**src/rtl/bsp_pkg.sv**
```systemverilog
package bsp_pkg;
  // status byte positions (readback layout is fixed by software)
  localparam int unsigned ST_OBF   = 7;
  localparam int unsigned ST_INTEO = 6;
  localparam int unsigned ST_IBF   = 5;
  localparam int unsigned ST_INTEI = 4;
  localparam int unsigned ST_INTR  = 3;
  localparam int unsigned ST_FLAGS = 5;

  // edge detector lane assignment
  localparam int unsigned E_WR  = 0;
  localparam int unsigned E_RD  = 1;
  localparam int unsigned E_STB = 2;
  localparam int unsigned E_ACK = 3;
  localparam int unsigned E_N   = 4;

  typedef struct packed {
    logic obf_n;
    logic inte_out;
    logic ibf;
    logic inte_in;
    logic intr;
  } hs_flags_t;
endpackage

```
**src/rtl/bsp_edge_det.sv**
```systemverilog
module bsp_edge_det #(
  parameter int unsigned N = 4
) (
  input  logic         clk,
  input  logic         rst_n,
  input  logic [N-1:0] sig_i,
  output logic [N-1:0] rise_o,
  output logic [N-1:0] fall_o
);
  // per-lane history; idle level of every strobe is high
  for (genvar g = 0; g < N; g++) begin : g_lane
    logic prev_q;
    always_ff @(posedge clk or negedge rst_n) begin
      if (!rst_n) prev_q <= 1'b1;
      else        prev_q <= sig_i[g];
    end
    assign rise_o[g] = sig_i[g] & ~prev_q;
    assign fall_o[g] = ~sig_i[g] & prev_q;
  end
endmodule

```
**src/rtl/bsp_inte_regs.sv**
```systemverilog
module bsp_inte_regs #(
  parameter int unsigned W        = 8,
  parameter int unsigned POS_OUT  = 6,
  parameter int unsigned POS_IN   = 4,
  localparam int unsigned IDX_W   = $clog2(W)
) (
  input  logic             clk,
  input  logic             rst_n,
  input  logic             clr_i,
  input  logic             bsr_valid_i,
  input  logic [IDX_W-1:0] bsr_idx_i,
  input  logic             bsr_val_i,
  output logic             inte_out_o,
  output logic             inte_in_o
);
  logic hit_out, hit_in;
  logic out_d, in_d, out_q, in_q;
  logic out_en, in_en;

  assign hit_out = bsr_valid_i && (bsr_idx_i == IDX_W'(POS_OUT));
  assign hit_in  = bsr_valid_i && (bsr_idx_i == IDX_W'(POS_IN));

  always_comb begin
    out_en = clr_i | hit_out;
    in_en  = clr_i | hit_in;
    out_d  = clr_i ? 1'b0 : bsr_val_i;
    in_d   = clr_i ? 1'b0 : bsr_val_i;
  end

  always_ff @(posedge clk or negedge rst_n) begin
    if (!rst_n) begin
      out_q <= 1'b0;
      in_q  <= 1'b0;
    end else begin
      if (out_en) out_q <= out_d;
      if (in_en)  in_q  <= in_d;
    end
  end

  assign inte_out_o = out_q;
  assign inte_in_o  = in_q;
endmodule

```
**src/rtl/bsp_tx_side.sv**
```systemverilog
module bsp_tx_side #(
  parameter int unsigned W = 8
) (
  input  logic         clk,
  input  logic         rst_n,
  input  logic         clr_i,
  input  logic         wr_rise_i,
  input  logic         wr_fall_i,
  input  logic         ack_n_i,
  input  logic         ack_rise_i,
  input  logic         inte_i,
  input  logic [W-1:0] wdata_i,
  output logic [W-1:0] olat_o,
  output logic         obf_n_o,
  output logic         pend_o
);
  logic [W-1:0] olat_d, olat_q;
  logic         obf_n_d, obf_n_q;
  logic         pend_d, pend_q;
  logic         olat_en;

  always_comb begin
    olat_en = clr_i | wr_rise_i;
    olat_d  = clr_i ? '0 : wdata_i;
    obf_n_d = obf_n_q;
    pend_d  = pend_q;
    if (clr_i) begin
      obf_n_d = 1'b1;
      pend_d  = 1'b0;
    end else begin
      // new word beats a concurrent acknowledge
      if (wr_rise_i)     obf_n_d = 1'b0;
      else if (!ack_n_i) obf_n_d = 1'b1;
      if (ack_rise_i && inte_i) pend_d = 1'b1;
      else if (wr_fall_i)       pend_d = 1'b0;
    end
  end

  always_ff @(posedge clk or negedge rst_n) begin
    if (!rst_n) begin
      olat_q  <= '0;
      obf_n_q <= 1'b1;
      pend_q  <= 1'b0;
    end else begin
      if (olat_en) olat_q <= olat_d;
      obf_n_q <= obf_n_d;
      pend_q  <= pend_d;
    end
  end

  assign olat_o  = olat_q;
  assign obf_n_o = obf_n_q;
  assign pend_o  = pend_q;
endmodule

```
**src/rtl/bsp_rx_side.sv**
```systemverilog
module bsp_rx_side #(
  parameter int unsigned W = 8
) (
  input  logic         clk,
  input  logic         rst_n,
  input  logic         clr_i,
  input  logic         stb_n_i,
  input  logic         stb_rise_i,
  input  logic         rd_rise_i,
  input  logic         rd_fall_i,
  input  logic         inte_i,
  input  logic [W-1:0] pin_i,
  output logic [W-1:0] ilat_o,
  output logic         ibf_o,
  output logic         pend_o
);
  logic [W-1:0] ilat_d, ilat_q;
  logic         ibf_d, ibf_q;
  logic         pend_d, pend_q;
  logic         ilat_en;

  always_comb begin
    ilat_en = clr_i | ~stb_n_i;
    ilat_d  = clr_i ? '0 : pin_i;
    ibf_d   = ibf_q;
    pend_d  = pend_q;
    if (clr_i) begin
      ibf_d  = 1'b0;
      pend_d = 1'b0;
    end else begin
      // a live strobe keeps the buffer full over a read edge
      if (!stb_n_i)       ibf_d = 1'b1;
      else if (rd_rise_i) ibf_d = 1'b0;
      if (stb_rise_i && inte_i) pend_d = 1'b1;
      else if (rd_fall_i)       pend_d = 1'b0;
    end
  end

  always_ff @(posedge clk or negedge rst_n) begin
    if (!rst_n) begin
      ilat_q <= '0;
      ibf_q  <= 1'b0;
      pend_q <= 1'b0;
    end else begin
      if (ilat_en) ilat_q <= ilat_d;
      ibf_q  <= ibf_d;
      pend_q <= pend_d;
    end
  end

  assign ilat_o = ilat_q;
  assign ibf_o  = ibf_q;
  assign pend_o = pend_q;
endmodule

```
**src/rtl/bidir_strobe_port.sv**
```systemverilog
module bidir_strobe_port
  import bsp_pkg::*;
#(
  parameter int unsigned W            = 8,
  parameter int unsigned INTE_OUT_POS = 6,
  parameter int unsigned INTE_IN_POS  = 4
) (
  input  logic                  clk,
  input  logic                  rst_n,
  input  logic                  mode_wr_i,
  input  logic                  bsr_valid_i,
  input  logic [$clog2(W)-1:0]  bsr_idx_i,
  input  logic                  bsr_val_i,
  input  logic                  cpu_wr_n_i,
  input  logic                  cpu_rd_n_i,
  input  logic [W-1:0]          cpu_wdata_i,
  input  logic                  pstb_n_i,
  input  logic                  pack_n_i,
  input  logic [W-1:0]          pin_i,
  input  logic [W-ST_FLAGS-1:0] other_stat_i,
  output logic [W-1:0]          pin_o,
  output logic                  pin_oe_o,
  output logic [W-1:0]          rdata_o,
  output logic                  obf_n_o,
  output logic                  ibf_o,
  output logic                  intr_o,
  output logic [W-1:0]          status_o
);
  localparam int unsigned OTHER_W = W - ST_FLAGS;

  logic [E_N-1:0] lanes, rise, fall;
  logic           inte_out, inte_in;
  logic           pend_ack, pend_stb;
  hs_flags_t      flags;

  always_comb begin
    lanes        = '1;
    lanes[E_WR]  = cpu_wr_n_i;
    lanes[E_RD]  = cpu_rd_n_i;
    lanes[E_STB] = pstb_n_i;
    lanes[E_ACK] = pack_n_i;
  end

  bsp_edge_det #(.N(E_N)) u_edges (
    .clk    (clk),
    .rst_n  (rst_n),
    .sig_i  (lanes),
    .rise_o (rise),
    .fall_o (fall)
  );

  bsp_inte_regs #(.W(W), .POS_OUT(INTE_OUT_POS), .POS_IN(INTE_IN_POS)) u_inte (
    .clk         (clk),
    .rst_n       (rst_n),
    .clr_i       (mode_wr_i),
    .bsr_valid_i (bsr_valid_i),
    .bsr_idx_i   (bsr_idx_i),
    .bsr_val_i   (bsr_val_i),
    .inte_out_o  (inte_out),
    .inte_in_o   (inte_in)
  );

  bsp_tx_side #(.W(W)) u_tx (
    .clk        (clk),
    .rst_n      (rst_n),
    .clr_i      (mode_wr_i),
    .wr_rise_i  (rise[E_WR]),
    .wr_fall_i  (fall[E_WR]),
    .ack_n_i    (pack_n_i),
    .ack_rise_i (rise[E_ACK]),
    .inte_i     (inte_out),
    .wdata_i    (cpu_wdata_i),
    .olat_o     (pin_o),
    .obf_n_o    (obf_n_o),
    .pend_o     (pend_ack)
  );

  bsp_rx_side #(.W(W)) u_rx (
    .clk        (clk),
    .rst_n      (rst_n),
    .clr_i      (mode_wr_i),
    .stb_n_i    (pstb_n_i),
    .stb_rise_i (rise[E_STB]),
    .rd_rise_i  (rise[E_RD]),
    .rd_fall_i  (fall[E_RD]),
    .inte_i     (inte_in),
    .pin_i      (pin_i),
    .ilat_o     (rdata_o),
    .ibf_o      (ibf_o),
    .pend_o     (pend_stb)
  );

  assign pin_oe_o = ~pack_n_i;
  assign intr_o   = pend_ack | pend_stb;

  always_comb begin
    flags.obf_n    = obf_n_o;
    flags.inte_out = inte_out;
    flags.ibf      = ibf_o;
    flags.inte_in  = inte_in;
    flags.intr     = intr_o;
  end

  if (OTHER_W > 0) begin : g_other
    assign status_o = {flags, other_stat_i};
  end else begin : g_noother
    assign status_o = flags;
  end
endmodule

```
**config.mk**
```make
export PLATFORM = sky130hd
export DESIGN_NAME = bidir_strobe_port
export DESIGN_NICKNAME = d
export VERILOG_FILES = /design/src/rtl/bsp_pkg.sv /design/src/rtl/bsp_edge_det.sv /design/src/rtl/bsp_inte_regs.sv /design/src/rtl/bsp_tx_side.sv /design/src/rtl/bsp_rx_side.sv /design/src/rtl/bidir_strobe_port.sv
export SDC_FILE = /design/constraint.sdc
export NUM_CORES = 1
export LEC_CHECK = 0
export BUFFER_PORTS_ARGS = -buffer_cell sky130_fd_sc_hd__buf_2
export CAP_MARGIN = 5
export CORE_UTILIZATION = 41
export CTS_CLUSTER_SIZE = 8
export DETAILED_ROUTE_END_ITERATION = 10
export PLACE_DENSITY_LB_ADDON = 0.15
export SLEW_MARGIN = 20
export SYNTH_ARGS = -nofsm -noshare
export SYNTH_HDL_FRONTEND = slang
export SYNTH_SLANG_ARGS = --single-unit
```
**constraint.sdc**
```tcl
create_clock -name clk -period 3.3 [get_ports clk]
set_clock_uncertainty 0.1 [all_clocks]
set_input_delay 0.99 -clock clk [delete_from_list [all_inputs] [get_ports clk]]
set_output_delay 0.99 -clock clk [all_outputs]
set_load 0.01 [all_outputs]
```
Word level (Yosys, flattened, before mapping)
Index checks and enable logic that the tools add are counted.
{"block": "totals", "romBits": 0, "latchBits": 0, "word_cells": 56, "ramBits": 0, "reg_bits": 26, "mem_count": 0}
{"block": "op_classes", "add_sub_neg": 0, "mux": 15, "bitwise_logic": 19, "n_lt_le_gt_ge": 0, "shift": 0, "n_mul": 0, "n_eq_ne": 4, "div": 0, "n_reduce_logical": 6}
{"cell": "2-to-1 mux 8 bit", "n": 2}
{"cell": "2-to-1 mux 1 bit", "n": 13}
{"cell": "inverter 1 bit", "n": 8}
{"cell": "AND 1 bit", "n": 6}
{"cell": "== test 3 bit (second input constant)", "n": 2}
{"cell": "!= test 3 x 2 -> 1 bit (second input constant)", "n": 2}
{"cell": "nonzero test 3 bit", "n": 2}
{"cell": "bitwise OR 1 bit", "n": 5}
{"cell": "logical AND 1 bit", "n": 4}

Logic depth before layout (Yosys ltp)
{"block": "depth", "depth_word": 5, "mapped_depth": 4, "mapped_depth_nobuf": 3}

Hierarchy
A second synthesis with hierarchy kept.
{"block": "hier_totals", "hier_cells": 97, "area_unflattened_um2": 1144.8}
{"mod": "bsp_tx_side", "seq_area_each_um2": 251.5, "area_per_inst_um2": 406.6, "n_inst": 1, "cells_each": 33}
{"mod": "bsp_rx_side", "seq_area_each_um2": 250.2, "area_per_inst_um2": 402.9, "n_inst": 1, "cells_each": 33}
{"mod": "bsp_edge_det", "seq_area_each_um2": 105.1, "area_per_inst_um2": 155.1, "n_inst": 1, "cells_each": 12}
{"mod": "bsp_inte_regs", "seq_area_each_um2": 50.0, "area_per_inst_um2": 110.1, "n_inst": 1, "cells_each": 9}
{"mod": "bidir_strobe_port", "seq_area_each_um2": 0.0, "area_per_inst_um2": 70.1, "n_inst": 1, "cells_each": 10}

Least setup slack after synthesis
No wires, ideal clock.
{"block": "synth_path", "path_type": "in2out", "startpoint": "in other_stat_i[0]", "endpoint": "out status_o[0]", "arrival_time_ns": 1.109, "path_buffers": 1, "cell_stages": 1, "setup_slack_ns": 1.101, "path_cell_list": "buf_4"}
{"element": "start, declared", "line_no": "bidir_strobe_port.sv:20", "rtl": "input logic [W-ST_FLAGS-1:0] other_stat_i,"}
{"element": "end, declared", "line_no": "bidir_strobe_port.sv:27", "rtl": "output logic [W-1:0] status_o"}
No word-level cell between the ends.

Worst setup path in the final report
{"block": "layout_path", "startpoint": "in pack_n_i", "endpoint": "out pin_oe_o"}
{"block": "layout_between", "elab_chain_cells": 1}
{"element": "start, declared", "line_no": "bidir_strobe_port.sv:18", "rtl": "input logic pack_n_i,"}
{"element": "inverter 1 bit"}
{"element": "end, declared", "line_no": "bidir_strobe_port.sv:22", "rtl": "output logic pin_oe_o,"}
Every way passes these cells.

==> impl_results.md <==
* PD cells at 424 nW/µm²
* First-pass GRT wire length at 3.19 mm
* Fin area at 1350 µm²
* Status: finished clean
* Final nets at 177
* RSZ-0062 raised after global routing: false
* CTS Buf Count at 3
* Gp weighted congestion at 0.694
* Worst r2r src: u_edges.g_lane[0].prev_q
* Total global-route track usage at 15.7%
* Share of layout cells above drive strength 1 at 44.1%
* Startpoint types: input pin
* # setup viols final at 0
* Worst reg2reg path depth at 3
* Setup crit end kind: output pin
* Iteration-0 DRC Markers at 6
* Hold Path Class: flip-flop to flip-flop
* Starting Density at 43.8%
* Placed instance area at 1310 µm²
* I/O pin cnt at 59
* Post-CTS Setup Bufs at 0
* Register area share after synthesis at 59.4%
* Worst Setup Path Type: input pin to output pin
* Most common cell after layout, fill and taps aside: buf_2
* Netlist Area Pre-Place at 1110 µm²
* Critical Path Start: pack_n_i
* # DRC at 0
* Pre-Repair DR Iteration Count at 3
* Critical path peak fanout at 3
* Post-CTS Resized at 0
* CTS hold repair buffers at 0
* # diodes at 0
* Avg WL per Cell at 11.7 µm
* Max-cap violations at 0
* Area grow syn2layout at 21.8%
* DP Cell Count at 171
* Core ar. at 2520 µm²
* Worst Max-Slew Pin Slew at 0.553 ns
* Critical path arrival at 1.29 ns
* Via count at 837
* Tmin final at 2.38 ns
* Most frequent cells in the layout: 52 x buf_2, 21 x dfrtp_1, 16 x nand2_1
* Synthesized Nets at 133
* WHS Path Cells at 2
* DPL Wire Length at 1.55 mm
* Clk slew on worst S/H paths at 0.13 ns
* Flop2flop setup slack at 2.01 ns
* Distinct cells, synth at 17
* Vias in the first global route at 739
* H-tree lvl count at 1
* Critical Path End: pin_oe_o
* Endpoints failing hold at 0
* FF-to-FF End: u_tx.olat_o[7]
* Total grt overflow at 0
* Max IR drop VDD at 0.300 mV
* Clk_lat worst skew at 0.31 ns
* Die X at 53.9 µm
* Via density at 4.78
* Row count at 18
* ANT nets after route at 0
* Final WL at 2.04 mm
* Seq cells post-synth at 26
* Largest net degree at the start of global routing at 27
* Setup_tns at 0 ns
* F_max at 0.421 GHz
* Syn. warnings at 0
* Die footprint at 2910 µm²
* DIE HEIGHT at 53.9 µm
* Clock tree root buffer cell: clkbuf_4
* CTS tree: done
* Number of port buffers at 52
* Final non-filler cell total at 175
* Final period utilization at 72.0%
* Synth Instances at 102
* Count of pins over their slew limit at 0
* Clock sinks at 26
* Syn_area_per_cell at 10.8 µm²
* Slew margin rel. at 63.1%
* Clock Path Buffers at 2
* Initial antenna violation count at 0
* Req. time, crit path at 2.21 ns
* Lkg Pwr at 0.741 nW
## registers in the layout (all words and copies together), names as in the netlist
name / count
u_rx.ilat_o: 8
u_tx.olat_o: 8
u_edges.g_lane.prev_q: 4
u_inte.inte_in_o: 1
u_inte.inte_out_o: 1
u_rx.ibf_o: 1
u_rx.pend_o: 1
u_tx.obf_n_o: 1
u_tx.pend_o: 1
## worst max-delay path: stages
cell and delay, ns:
buf_2 0.11, inv_1 0.06, buf_2 0.12
## final cells by class
type	instances	area, µm²
flip-flops and latches	26	657
inverters	4	15.0
clock buffers	4	36.3
repair buffers	52	260
fillers	252	1170
well taps	30	37.5
multi-input cells	59	342
## layer usage
| layer | part of all wire (%) | up-vias | track usage (%) |
|---|---|---|---|
| li1 | - | 409 | - |
| met1 | 46 | 393 | 20.6 |
| met2 | 48 | 33 | 25.7 |
| met3 | 5.4 | 2 | 2.54 |
| met4 | 0.49 | 0 | 6.58 |
| met5 | 0 | - | 0 |
## worst min path at each step
stage	from	to	slack [ns]
floorplan	u_tx.pend_o	u_tx.pend_o	0.41
global route	u_tx.olat_o[4]	u_tx.olat_o[4]	0.46
finish	u_tx.olat_o[4]	u_tx.olat_o[4]	0.43
detailed placement	u_rx.ilat_o[1]	u_rx.ilat_o[1]	0.41
CTS	u_tx.olat_o[4]	u_tx.olat_o[4]	0.44
global placement	u_rx.ilat_o[0]	u_rx.ilat_o[0]	0.40
## power breakdown
part	total, W	switching, W	internal, W
registers	0.000342	0.00000700	0.000335
logic	0.0000752	0.0000421	0.0000332
clock network	0.000154	0.0000866	0.0000673
## metrics by stage
step	setup slack [ns]	hold slack (ns)	total power, W	util, %
5_1_grt	0.896	0.455	0.000601	53.4
6_report	0.923	0.433	0.000571	53.4
2_1_floorplan	1.10	0.406	0.000392	-
4_1_cts	0.924	0.437	0.000577	53.4
3_3_place_gp	0.941	0.401	0.000422	52.0
3_5_place_dp	0.926	0.410	0.000425	52.0
## cells in the mapped netlist (all sizes together)
| cell | n | share of area [%] |
|---|---|---|
| nand4b | 1 | 0.79 |
| inv | 4 | 1.4 |
| dfrtp | 21 | 48 |
| o21ai | 4 | 1.8 |
| and4bb | 1 | 1.1 |
| nor2 | 10 | 3.4 |
| nand3b | 2 | 1.4 |
| buf | 13 | 8.4 |
| dfstp | 5 | 12 |
| a21oi | 11 | 5.7 |
| nand2 | 16 | 5.4 |
| nand2b | 2 | 1.1 |
| mux2i | 10 | 9.1 |
| or2 | 1 | 0.57 |
| nor2b | 1 | 0.57 |
## cell families (layout without fill, tap and decap cells)
logic type	after synthesis	in the layout	share of synthesized area [%]
buf+inv	17	60	9.73
mux	10	10	9.05
simple gates	34	34	14.4
compound gates	15	15	7.47
flops	26	26	59.4
Note: power is estimated with default switching activity, not from simulation.
